**config.mk**
```make
export PLATFORM = sky130hd
export DESIGN_NAME = ovs_block_avg
export DESIGN_NICKNAME = d
export VERILOG_FILES = /design/src/rtl/ovs_pkg.sv /design/src/rtl/ovs_group_ctrl.sv /design/src/rtl/ovs_chan_acc.sv /design/src/rtl/ovs_block_avg.sv
export SDC_FILE = /design/constraint.sdc
export NUM_CORES = 1
export LEC_CHECK = 0
export BUFFER_PORTS_ARGS = -buffer_cell sky130_fd_sc_hd__clkbuf_2
export CAP_MARGIN = 5
export CORE_MARGIN = 3
export CORE_UTILIZATION = 35
export CTS_CLUSTER_DIAMETER = 60
export DETAILED_ROUTE_END_ITERATION = 7
export GPL_TIMING_DRIVEN = 0
export MAX_ROUTING_LAYER = met4
export PLACE_DENSITY = 0.66
export SLEW_MARGIN = 5
export SYNTH_ARGS = -nofsm -noshare
export SYNTH_HDL_FRONTEND = slang
export SYNTH_SLANG_ARGS = --single-unit
```
**constraint.sdc**
```tcl
create_clock -name clk -period 3.76 [get_ports clk]
set_clock_uncertainty 0.1 [all_clocks]
set_input_delay 0.188 -clock clk [delete_from_list [all_inputs] [get_ports clk]]
set_output_delay 0.188 -clock clk [all_outputs]
set_load 0.02 [all_outputs]
```
**src/rtl/ovs_pkg.sv**
```systemverilog
package ovs_pkg;
   localparam int unsigned CODE_W = 3;

   function automatic logic [CODE_W-1:0] clamp_log(input logic [CODE_W-1:0] code,
                                                   input int unsigned lim);
      logic [CODE_W-1:0] l;
      l = CODE_W'(lim);
      return (code > l) ? l : code;
   endfunction
endpackage

```
**src/rtl/ovs_group_ctrl.sv**
```systemverilog
module ovs_group_ctrl
   import ovs_pkg::*;
#(
   parameter int unsigned MAX_LOG2 = 5
) (
   input  logic              clk,
   input  logic              rst_n,
   input  logic [CODE_W-1:0] osr_code,
   input  logic              boost_en,
   input  logic              in_valid,
   output logic [CODE_W-1:0] ratio_log,
   output logic              cfg_change,
   output logic              last_smp,
   output logic              out_valid
);
   localparam int unsigned CNT_W = MAX_LOG2;

   logic [CODE_W-1:0] code_q;
   logic              boost_q;
   logic [CNT_W-1:0]  cnt_q;
   logic [CNT_W-1:0]  cnt_base;
   logic [CNT_W-1:0]  mask;
   logic              vld_q;

   assign ratio_log  = clamp_log(osr_code, MAX_LOG2);
   assign cfg_change = (osr_code != code_q) || (boost_en != boost_q);
   assign mask       = CNT_W'((32'd1 << ratio_log) - 32'd1);
   assign cnt_base   = cfg_change ? '0 : cnt_q;
   assign last_smp   = (ratio_log == '0) || (cnt_base == mask);
   assign out_valid  = vld_q;

   always_ff @(posedge clk) begin
      if (!rst_n) begin
         code_q  <= '0;
         boost_q <= 1'b0;
         cnt_q   <= '0;
         vld_q   <= 1'b0;
      end else begin
         code_q  <= osr_code;
         boost_q <= boost_en;
         vld_q   <= in_valid && last_smp;
         if (in_valid)
            cnt_q <= last_smp ? '0 : cnt_base + CNT_W'(1);
         else
            cnt_q <= cnt_base;
      end
   end

   AST_CNT_IN_GROUP: assert property (@(posedge clk) disable iff (!rst_n)
      !cfg_change |-> (cnt_q <= mask));

   AST_CHANGE_CLEARS: assert property (@(posedge clk) disable iff (!rst_n)
      (cfg_change && !in_valid) |=> (cnt_q == '0));
endmodule

```
**src/rtl/ovs_chan_acc.sv**
```systemverilog
module ovs_chan_acc
   import ovs_pkg::*;
#(
   parameter int unsigned SAMPLE_W  = 16,
   parameter int unsigned MAX_LOG2  = 5,
   parameter bit          SIGNED_IN = 1'b1
) (
   input  logic                  clk,
   input  logic                  rst_n,
   input  logic                  in_valid,
   input  logic [SAMPLE_W-1:0]   sample,
   input  logic                  clr,
   input  logic                  last_smp,
   input  logic [CODE_W-1:0]     ratio_log,
   input  logic                  boost_en,
   output logic [SAMPLE_W+1:0]   result
);
   localparam int unsigned ACC_W = SAMPLE_W + MAX_LOG2;
   localparam int unsigned OUT_W = SAMPLE_W + 2;
   localparam int unsigned WID_W = ACC_W + 2;

   logic [ACC_W-1:0] acc_q;
   logic [ACC_W-1:0] base;
   logic [ACC_W-1:0] smp_ext;
   logic [ACC_W:0]   sum_x;
   logic [ACC_W-1:0] sum;
   logic [WID_W-1:0] wide;
   logic [WID_W-1:0] shifted;
   logic [OUT_W-1:0] res_q;
   logic             ovf;

   assign base = clr ? '0 : acc_q;
   assign sum  = sum_x[ACC_W-1:0];

   generate
      if (SIGNED_IN) begin : g_signed
         assign smp_ext = {{(ACC_W-SAMPLE_W){sample[SAMPLE_W-1]}}, sample};
         assign sum_x   = {base[ACC_W-1], base} + {smp_ext[ACC_W-1], smp_ext};
         assign ovf     = sum_x[ACC_W] != sum_x[ACC_W-1];
         assign wide    = boost_en ? {sum, 2'b00} : {{2{sum[ACC_W-1]}}, sum};
         assign shifted = WID_W'($signed(wide) >>> ratio_log);
      end else begin : g_unsigned
         assign smp_ext = {{(ACC_W-SAMPLE_W){1'b0}}, sample};
         assign sum_x   = {1'b0, base} + {1'b0, smp_ext};
         assign ovf     = sum_x[ACC_W];
         assign wide    = boost_en ? {sum, 2'b00} : {2'b00, sum};
         assign shifted = wide >> ratio_log;
      end
   endgenerate

   always_ff @(posedge clk) begin
      if (!rst_n) begin
         acc_q <= '0;
         res_q <= '0;
      end else if (in_valid) begin
         if (last_smp) begin
            res_q <= shifted[OUT_W-1:0];
            acc_q <= '0;
         end else begin
            acc_q <= sum;
         end
      end else if (clr) begin
         acc_q <= '0;
      end
   end

   assign result = res_q;

   AST_NO_OVERFLOW: assert property (@(posedge clk) disable iff (!rst_n)
      in_valid |-> !ovf);

   AST_GROUP_RESTART: assert property (@(posedge clk) disable iff (!rst_n)
      (in_valid && last_smp) |=> (acc_q == '0));
endmodule

```
**src/rtl/ovs_block_avg.sv**
```systemverilog
module ovs_block_avg
   import ovs_pkg::*;
#(
   parameter int unsigned SAMPLE_W  = 16,
   parameter int unsigned NUM_CH    = 2,
   parameter bit          SIGNED_IN = 1'b1,
   parameter int unsigned MAX_LOG2  = 5
) (
   input  logic                             clk,
   input  logic                             rst_n,
   input  logic [2:0]                       osr_code,
   input  logic                             boost_en,
   input  logic                             in_valid,
   input  logic [NUM_CH*SAMPLE_W-1:0]       in_data,
   output logic                             out_valid,
   output logic [NUM_CH*(SAMPLE_W+2)-1:0]   out_data
);
   localparam int unsigned OUT_W = SAMPLE_W + 2;

   generate
      if (NUM_CH < 1 || NUM_CH > 2) begin : g_bad_ch
         $error("ovs_block_avg: NUM_CH must be 1 or 2");
      end
      if (MAX_LOG2 < 1 || MAX_LOG2 > 5) begin : g_bad_ratio
         $error("ovs_block_avg: MAX_LOG2 must be within 1..5");
      end
      if (SAMPLE_W < 2) begin : g_bad_width
         $error("ovs_block_avg: SAMPLE_W must be at least 2");
      end
   endgenerate

   logic [CODE_W-1:0] ratio_log;
   logic              cfg_change;
   logic              last_smp;

   ovs_group_ctrl #(.MAX_LOG2(MAX_LOG2)) u_ctrl (
      .clk        (clk),
      .rst_n      (rst_n),
      .osr_code   (osr_code),
      .boost_en   (boost_en),
      .in_valid   (in_valid),
      .ratio_log  (ratio_log),
      .cfg_change (cfg_change),
      .last_smp   (last_smp),
      .out_valid  (out_valid)
   );

   for (genvar c = 0; c < NUM_CH; c++) begin : g_ch
      ovs_chan_acc #(
         .SAMPLE_W  (SAMPLE_W),
         .MAX_LOG2  (MAX_LOG2),
         .SIGNED_IN (SIGNED_IN)
      ) u_acc (
         .clk       (clk),
         .rst_n     (rst_n),
         .in_valid  (in_valid),
         .sample    (in_data[c*SAMPLE_W +: SAMPLE_W]),
         .clr       (cfg_change),
         .last_smp  (last_smp),
         .ratio_log (ratio_log),
         .boost_en  (boost_en),
         .result    (out_data[c*OUT_W +: OUT_W])
      );
   end

   AST_PASS_EACH: assert property (@(posedge clk) disable iff (!rst_n)
      (osr_code == 3'd0 && in_valid) |=> out_valid);

   AST_IDLE_QUIET: assert property (@(posedge clk) disable iff (!rst_n)
      !in_valid |=> !out_valid);

   AST_HOLD_RESULT: assert property (@(posedge clk) disable iff (!rst_n)
      !in_valid |=> $stable(out_data));
endmodule

```
==> results of run 1 <==
[cell usage after synthesis (17+ instances only)]
cell	n	area share, %
xor2_1	20	2.2
a21o_1	23	2.1
clkbuf_1	56	2.6
nand2_1	132	6.1
o21ai_0	47	2.9
inv_1	21	0.97
and2_1	70	5.4
xnor2_1	24	2.6
ha_1	42	6.5
o211ai_1	17	1.6
nand3_1	30	1.8
dfxtp_1	88	22
a21boi_0	25	2.3
mux2i_1	33	4.1
a21oi_1	71	4.4
nor2_1	57	2.6
[cell usage in the layout (no fill, tap or decap), types with 13 or more instances in the layout]
master / instances
dfxtp_1: 85
nand2_1: 124
clkbuf_1: 38
mux2i_1: 19
inv_1: 16
nand3_1: 29
a21boi_0: 21
a21oi_2: 19
buf_4: 62
o211ai_1: 17
o21ai_0: 27
o21ai_1: 16
a21o_1: 22
and2_1: 56
and2_4: 15
ha_1: 16
buf_2: 13
ha_4: 18
clkbuf_2: 73
a21oi_1: 49
o21ai_2: 13
nor2_1: 50
clkbuf_16: 14
[timing repair]
action	in CTS	in global routing
pin swaps	72	72
setup endpoints to repair	80	50
setup buffers	51	22
cloned	2	0
resized for setup	165	132
[through the flow]
| step | setup slack (ns) | std cells | setup TNS (ns) | hold WS [ns] |
|---|---|---|---|---|
| after floorplan | -0.01025 | 1043 | -0.01089 | 0.3837 |
| after global placement | -1.047 | 1399 | -53.10 | 0.3321 |
| after detailed placement | -1.081 | 1399 | -53.43 | 0.3446 |
| after CTS | -0.2509 | 1459 | -3.661 | 0.1953 |
| after global routing | -0.3601 | 1477 | -6.215 | 0.2366 |
| final | -0.2646 | 1477 | -3.065 | 0.1883 |
[worst min-delay path by stage]
stage	depth (start not counted)	endpoint	start	slack, ns
6_report	2	g_ch[1].u_acc.acc_q[14]	rst_n	0.19
5_1_grt	3	g_ch[1].u_acc.result[1]	rst_n	0.24
4_1_cts	2	g_ch[1].u_acc.acc_q[14]	rst_n	0.20
3_5_place_dp	2	g_ch[0].u_acc.result[1]	g_ch[0].u_acc.result[1]	0.34
3_3_place_gp	2	g_ch[0].u_acc.result[4]	g_ch[0].u_acc.result[4]	0.33
2_1_floorplan	2	g_ch[0].u_acc.acc_q[20]	g_ch[0].u_acc.acc_q[20]	0.38
[logic make-up (layout without fill, tap and decap cells)]
family,count (synthesis),in the layout
simple gates,372,372
xor+xnor,45,45
buf+inv,103,252
compound gates,334,334
flops,88,88
mux,57,57
fa+ha+maj,44,44
[sequential cells by signal (all words and copies together), names as in the netlist]
name	flops
u_ctrl.boost_q	1
g_ch.u_acc.acc_q	42
u_ctrl.cnt_q	5
u_ctrl.code_q	3
g_ch.u_acc.result	36
u_ctrl.out_valid	1
[routing by layer]
metal	up-vias	part of all wire [%]
li1	4128	-
met3	64	8.8
met4	0	2.8
met2	483	46
met1	4253	43
met5	-	0
[power by group]
| group | internal, mW | total [mW] | switching (mW) |
|---|---|---|---|
| Clock | 0.736 | 1.15 | 0.412 |
| Sequential | 0.967 | 0.982 | 0.0149 |
| Combinational | 0.380 | 0.939 | 0.559 |
[area by class of cell]
| cell class | count | area share (%) |
|---|---|---|
| Clock buffer | 11 | 2.167 |
| Multi-Input combinational cell | 852 | 64.29 |
| Sequential cell | 88 | 15.76 |
| Tap cell | 285 | 3.183 |
| Clock inverter | 5 | 1.139 |
| Inverter | 24 | 0.8600 |
| Timing Repair Buffer | 145 | 8.813 |
| Buffer | 67 | 3.786 |
[critical path: cells and delay by family (launching register included)]
| family | cells | cell delay, ns |
|---|---|---|
| AO/OA/AOI/OAI | 4 | 0.92 |
| AND/OR/NAND/NOR | 4 | 1.08 |
| multiplexers | 3 | 0.72 |
| XOR/XNOR | 1 | 0.15 |
| adder cells (fa/ha/maj) | 1 | 0.23 |
| flip-flops | 1 | 0.33 |
| buffers and inverters | 2 | 0.35 |
==> flow_summary.ini, run 1 <==
[outcome]
status = finished, violations left
violations = negative setup slack

[sta]
fmax_ghz = 0.2485
fin_ws_ns = -0.2646
setup_viol = 27
relSlewSlack_pct = 38.75
fin_crit_sh_pct = 107.0
grt_setup_unrepaired = yes
worst_pin_slew_ns = 0.9188
finalHoldViolCount = 0
slew_viol_final = 0
min_period_ns = 4.025

[floorplan]
die_h_um = 158.3
initial_core_util_pct = 35.75
core_um2 = 22710
ioPinCount = 76
dieArea_um2 = 25060
die_x_um = 158.3
fp-row-count = 55

[worst_setup_path]
r2r-end = g_ch[1].u_acc.result[11]
cp.arrival_ns = 4.14
start_kind = flop
r2r-start = u_ctrl.code_q[1]
crit_chain = xor2_2 > nor4_4 > buf_8 > clkbuf_16 > and2_4 > ha_4 > a21o_4 > a221oi_4 > a211oi_4 > or3_4 > and2_4 > mux2_4 > mux2_4 > mux2i_1 > o221ai_1
rr_worst_depth = 15
worstSetupStartpoint = u_ctrl.code_q[1]
endpoint = g_ch[1].u_acc.result[11]
end_kind = flop
slowest_stage = or3_4
crit_required_ns = 3.88
ff2ff_setup_slack_ns = -0.26
critPathKind = reg -> reg
cpPeakStageDelay_ns = 0.41
cp_max_fo = 7

[cts]
cts_made_buffers = 9
clockBufferDepth = 2
cts.sinks = 88
cts-root-buf = clkbuf_16
htreeDepth = 3
insertion_delay_ns = 0.36
cts_tree = yes
path_clk_slew_ns = 0.07
cts_hold_buf = 0

[power]
p_per_area_nw_per_um2 = 274.0
total_power_mw = 3.069
vdd_drop_max_mv = 0.1861
leakagePower_nw = 4.528

[logic_synthesis]
synth_edf_count = 0
ys_types = 97
synth-simple-area-share_pct = 22.82
synth-async-reset-ratio_pct = 0
ys_seq_area_share_pct = 21.70
synth_fa_ha_area_share_pct = 6.966
syn_nets = 1126
ys_warn_count = 0
synth_seq_cells = 88
muxShareOfSynthArea_pct = 9.046
synth_compound_area_share_pct = 29.10
synth_xor_area_share_pct = 5.039
netlist_instances = 1043
synth.avg_cell_area_um2 = 7.784
syn-cell-area_um2 = 8119
synth_ff_type = dfxtp_1
synth_top_family_by_area = compound AO/OA/AOI/OAI gates

[placement]
routabilityCongestion = 1.060
io_buffers = 71
placed_area_um2 = 8941
hpwl_um = 23020

[global_route]
grt_pass1_vias = 8327
met3_usage_pct = 4.267
grt_overflow_total = 0
met1_usage_pct = 33.46
grt_use_met2_pct = 38.63
grt_start_max_net_pins = 15
antenna_found_initial = 1
grt_busiest_layer = met2
grt_pass1_wl_um = 47590
grt_usage_pct = 25.00

[job]
cap_violations = 0

[drt]
first_pass_iters = 7
totalWireLength_um = 32020
wire_per_inst_um = 21.68
drt-vias-per-instance = 6.045
dr_total_vias = 8928
ant_nets = 0
drc = 0
drt_iter0_drc = 815

[final_layout]
drive_gt1_share_pct = 35.65
fin_area_um2 = 11200
synthToLayoutAreaGrowth_pct = 37.97
multiInputGateArea_um2 = 7202
final_util_pct = 49.33
num-nets-final = 1270
fillerInstances = 2108
diodes = 0
seq_area_um2 = 1765

[min_path]
hold_class = in -> reg
No activity file was read; power rests on OpenSTA's default activity.
==> run 2: changes to the inputs <==
clock period = 3.7 ns   (was 3.76 ns; I/O delays follow)
==> run 2 against run 1 <==
Compared with the run above: the run still ends with negative setup slack left; critical path depth rose by 1; total power down 6.1%; via count decreased by 0.22%; clock-buffer cell count is 2 lower; critical path type unchanged; largest power group is now registers; highest routed layer unchanged.
==> flow_summary.ini, run 2 (synthesized netlist as in run 1, its figures left out) <==
[global_route]
grt_overflow_total = 0
antenna_found_initial = 0
grt_start_max_net_pins = 16
grt_pass1_wl_um = 47670
grt_usage_pct = 25.15
grt_pass1_vias = 8431

[final_layout]
largest_register_ffs = 42
layout.cells.non_filler = 1480
num-nets-final = 1273
fin_area_um2 = 10930
largest_register = g_ch.u_acc.acc_q
final_cell_mix = nand2_1, dfxtp_1, clkbuf_2, buf_4, and2_1
final_common_cell = nand2_1
drive_gt1_share_pct = 33.22
synthToLayoutAreaGrowth_pct = 34.57
diodes = 0

[sta]
fin_ws_ns = -0.3466
min_period_ns = 4.047
whs_ns = 0.1852
fmax_ghz = 0.2471
finalHoldViolCount = 0
grt_setup_unrepaired = yes
setup_viol = 36
fin_crit_sh_pct = 109.4
relSlewSlack_pct = 38.96
slew_viol_final = 0
worst_pin_slew_ns = 0.9157

[drt]
totalWireLength_um = 31950
dr_total_vias = 8908
wire_per_inst_um = 21.58
ant_nets = 0
drc = 0
drt_iter0_drc = 1054
drt-vias-per-instance = 6.019
first_pass_iters = 6

[outcome]
violations = negative setup slack
status = finished, violations left

[power]
leakagePower_nw = 4.473
vdd_drop_max_mv = 0.1988
p_per_area_nw_per_um2 = 263.9
total_power_mw = 2.883

[floorplan]
dieArea_um2 = 25060
initial_core_util_pct = 35.75
die_x_um = 158.3
fp-row-count = 55
die_h_um = 158.3
ioPinCount = 76
core_um2 = 22710

[placement]
placed_area_um2 = 8941
hpwl_um = 22980
placed_cells = 1399
routabilityCongestion = 1.038
io_buffers = 71

[cts]
htreeDepth = 3
clockBufferDepth = 2
insertion_delay_ns = 0.36
cts-root-buf = clkbuf_16
cts_tree = yes
cts_made_buffers = 9
cts_hold_buf = 0
cts.sinks = 88
path_clk_slew_ns = 0.07

[worst_setup_path]
start_kind = flop
crit_required_ns = 3.82
cpLargestDelayFamily = simple AND/OR/NAND/NOR gates
slowest_stage = or3_4
end_kind = flop
cpPeakStageDelay_ns = 0.41
cp.arrival_ns = 4.17
crit_chain = xor2_2 > nor4_2 > clkbuf_8 > buf_4 > clkbuf_8 > and2_1 > ha_1 > nor2b_4 > o2111ai_4 > a211oi_4 > or3_4 > and2_4 > mux2_4 > mux2_4 > mux2i_1 > o221ai_1
critPathKind = reg -> reg
critPathBufInv = 3
cp_max_fo = 8

[min_path]
hold_class = in -> reg

[job]
cap_violations = 0
==> run 2: cell type report <==
class                   instances  area [µm²]
plain buffers                  70       439.2
inverters                      24       96.34
flip-flops and latches         88        1764
clock buffers                   9       225.2
multi-input cells             852        7003
well taps                     285       356.6
fillers                      2110       11780
repair buffers                145       968.4
clock inverters                 7       72.57
==> run 2: through the flow <==
stage	TNS, ns	setup WS (ns)	util (%)
3_3_place_gp	-63.32	-1.146	39.37
6_report	-7.749	-0.3466	48.11
4_1_cts	-3.958	-0.2586	45.37
5_1_grt	-12.50	-0.4954	48.11
3_5_place_dp	-62.93	-1.144	39.37
2_1_floorplan	-0.4311	-0.06725	-
==> run 2: power breakdown <==
| group | internal, mW | total (mW) | switching (mW) |
|---|---|---|---|
| clock network | 0.524 | 0.956 | 0.432 |
| registers | 0.982 | 0.997 | 0.0141 |
| logic | 0.374 | 0.930 | 0.556 |
| total | 1.88 | 2.88 | 1.00 |
==> run 2: final timing paths <==
path / start / endpoint / slack [ns] / cells after the start
hold / removal: rst_n / g_ch[1].u_acc.acc_q[15] / 0.19 / 2
hold reg to reg: g_ch[0].u_acc.result[4] / g_ch[0].u_acc.result[4] / 0.35 / 2
setup reg to reg: u_ctrl.boost_q / g_ch[1].u_acc.result[11] / -0.35 / 16
setup / recovery: u_ctrl.boost_q / g_ch[1].u_acc.result[11] / -0.35 / 16
==> run 2: worst register-to-register path, cell delays in order (launching register included) <==
cell	delay, ns
dfxtp_2	0.34
xor2_2	0.14
nor4_2	0.36
clkbuf_8	0.26
buf_4	0.13
clkbuf_8	0.14
and2_1	0.15
ha_1	0.28
nor2b_4	0.17
o2111ai_4	0.28
a211oi_4	0.13
or3_4	0.41
and2_4	0.17
mux2_4	0.27
mux2_4	0.30
mux2i_1	0.15
o221ai_1	0.13
==> run 2: per-layer routing <==
metal / share of wire [%] / track usage (%) / up-vias / wire, µm
met1: 43 / 33.44 / 4244 / 13660
met2: 46 / 39.01 / 435 / 14570
met3: 8.0 / 4.648 / 99 / 2551
met5: 0 / - / - / 0
li1: - / - / 4130 / -
met4: 3.6 / 7.702 / 0 / 1158
==> run 2: timing repair <==
item	4_1_cts	5_1_grt
buffers inserted	46	27
setup endpoints to repair	80	50
endpoints found under the hold margin	0	0
cloned	2	0
pin swaps	43	67
gates resized for setup	161	110
==> run 3: changes to the inputs <==
PLACE_DENSITY = 0.64   (was 0.66)
SETUP_SLACK_MARGIN = 0.05   (was default)
clock period = 3.8 ns   (was 3.7 ns; I/O delays follow)
==> run 3 against run 2 <==
Compared with the run above: the flow still finishes with violations (negative setup slack); final area down 0.56%; clock-buffer cell count stayed put; first-iteration DRC count down 24%; total power down 2.4%; clock power shrank 2.6%; non-clock buffer count decreased by 11; core utilization down 0.27 points; hold slack improved by 0.0046 ns; critical path depth did not move; highest routed layer unchanged.
==> flow_summary.ini, run 3 (synthesized netlist as in run 1, its figures left out) <==
[outcome]
status = finished, violations left
violations = negative setup slack

[drt]
wire_per_inst_um = 21.68
drt_iter0_drc = 798
totalWireLength_um = 31840
drt-vias-per-instance = 6.087
ant_nets = 0
drc = 0
first_pass_iters = 5
dr_total_vias = 8942

[final_layout]
num-nets-final = 1262
layout.cells.non_filler = 1469
fillerInstances = 2185
final_common_cell = nand2_1
synthToLayoutAreaGrowth_pct = 33.81
final_cell_mix = nand2_1, dfxtp_1, clkbuf_2, and2_1, buf_4
largest_register_ffs = 42
fin_area_um2 = 10860
drive_gt1_share_pct = 33.11
diodes = 0
final_util_pct = 47.84
largest_register = g_ch.u_acc.acc_q

[min_path]
hold_class = in -> reg

[global_route]
grt_start_max_net_pins = 16
grt_usage_pct = 25.23
antenna_found_initial = 0
grt_pass1_wl_um = 47890
grt_overflow_total = 0
grt_pass1_vias = 8420

[placement]
hpwl_um = 23150
routabilityCongestion = 1.040
placed_area_um2 = 8941
io_buffers = 71
placed_cells = 1399

[sta]
setup_viol = 31
min_period_ns = 3.959
fin_ws_ns = -0.1592
finalHoldViolCount = 0
slew_viol_final = 0
fmax_ghz = 0.2526
relSlewSlack_pct = 38.96
worst_pin_slew_ns = 0.9156
fin_setup_tns_ns = -2.363
grt_setup_unrepaired = yes
fin_crit_sh_pct = 104.2

[power]
p_per_area_nw_per_um2 = 259.1
total_power_mw = 2.815
vdd_drop_max_mv = 0.1902
leakagePower_nw = 4.392

[worst_setup_path]
crit_required_ns = 3.94
start_kind = flop
end_kind = flop
critPathKind = reg -> reg
cp_max_fo = 8
cp.arrival_ns = 4.10

[cts]
htreeDepth = 3
cts_made_buffers = 9
cts_tree = yes
cts.sinks = 88
cts_hold_buf = 0
cts-root-buf = clkbuf_16
path_clk_slew_ns = 0.07
insertion_delay_ns = 0.36
clockBufferDepth = 2

[floorplan]
initial_core_util_pct = 35.75
die_x_um = 158.3
core_um2 = 22710
die_h_um = 158.3
fp-row-count = 55
ioPinCount = 76
dieArea_um2 = 25060

[job]
cap_violations = 0
-- run 3: power breakdown --
| part | switching [mW] | internal (mW) | total (mW) |
|---|---|---|---|
| Clock | 0.420 | 0.510 | 0.931 |
| Combinational | 0.549 | 0.365 | 0.914 |
| Sequential | 0.0137 | 0.957 | 0.970 |
| Total | 0.983 | 1.83 | 2.81 |
-- run 3: timing repair --
action,4_1_cts,5_1_grt
hold endpoints to repair,0,0
gates resized for setup,163,98
endpoints found under the setup margin,79,53
cloned,1,1
setup buffers,42,20
pin swaps,66,53
-- run 3: final cells by class --
type / instances / area, µm² / share of cell area [%]
multi-input combinational: 852 / 7033 / 64.74
sequential: 88 / 1764 / 16.24
timing repair buffer: 134 / 897.1 / 8.257
buffer: 70 / 422.9 / 3.893
tap: 285 / 356.6 / 3.282
clock buffer: 9 / 225.2 / 2.073
inverter: 24 / 93.84 / 0.8638
clock inverter: 7 / 71.32 / 0.6565
-- run 3: path summary, 6_finish.rpt --
| kind | from | to | depth (start not counted) | slack, ns |
|---|---|---|---|---|
| worst min-delay path | rst_n | g_ch[1].u_acc.acc_q[17] | 2 | 0.19 |
| worst max register to register | u_ctrl.code_q[1] | g_ch[0].u_acc.result[9] | 16 | -0.16 |
| worst max-delay path | u_ctrl.code_q[1] | g_ch[0].u_acc.result[9] | 16 | -0.16 |
| worst min register to register | g_ch[0].u_acc.result[4] | g_ch[0].u_acc.result[4] | 2 | 0.34 |
-- run 3: metal layers --
layer  track usage (%)  vias to the layer above  share of wire, %
met2             38.18                      436                45
met5                 -                        -                 0
met3             4.702                       76               8.1
li1                  -                     4108                 -
met4             8.193                        0               3.3
met1             34.12                     4322                43
-- run 3: critical path: stages (launching register included) --
cell	delay [ns]
dfxtp_2	0.33
xor2_2	0.15
nor4_4	0.35
buf_8	0.19
clkbuf_16	0.15
and2_4	0.16
ha_4	0.13
inv_2	0.03
fa_2	0.34
nand2b_4	0.16
a21oi_4	0.30
nor2_4	0.09
o211a_1	0.24
a221o_2	0.44
mux2i_4	0.26
o32ai_2	0.12
a221o_1	0.28
-- run 3: through the flow --
step	hold WS (ns)	setup WS, ns
finish	0.1898	-0.1592
detailed placement	0.3330	-1.171
CTS	0.2041	-0.1813
floorplan	0.3837	0.02775
global placement	0.3278	-1.196
global route	0.2274	-0.2723
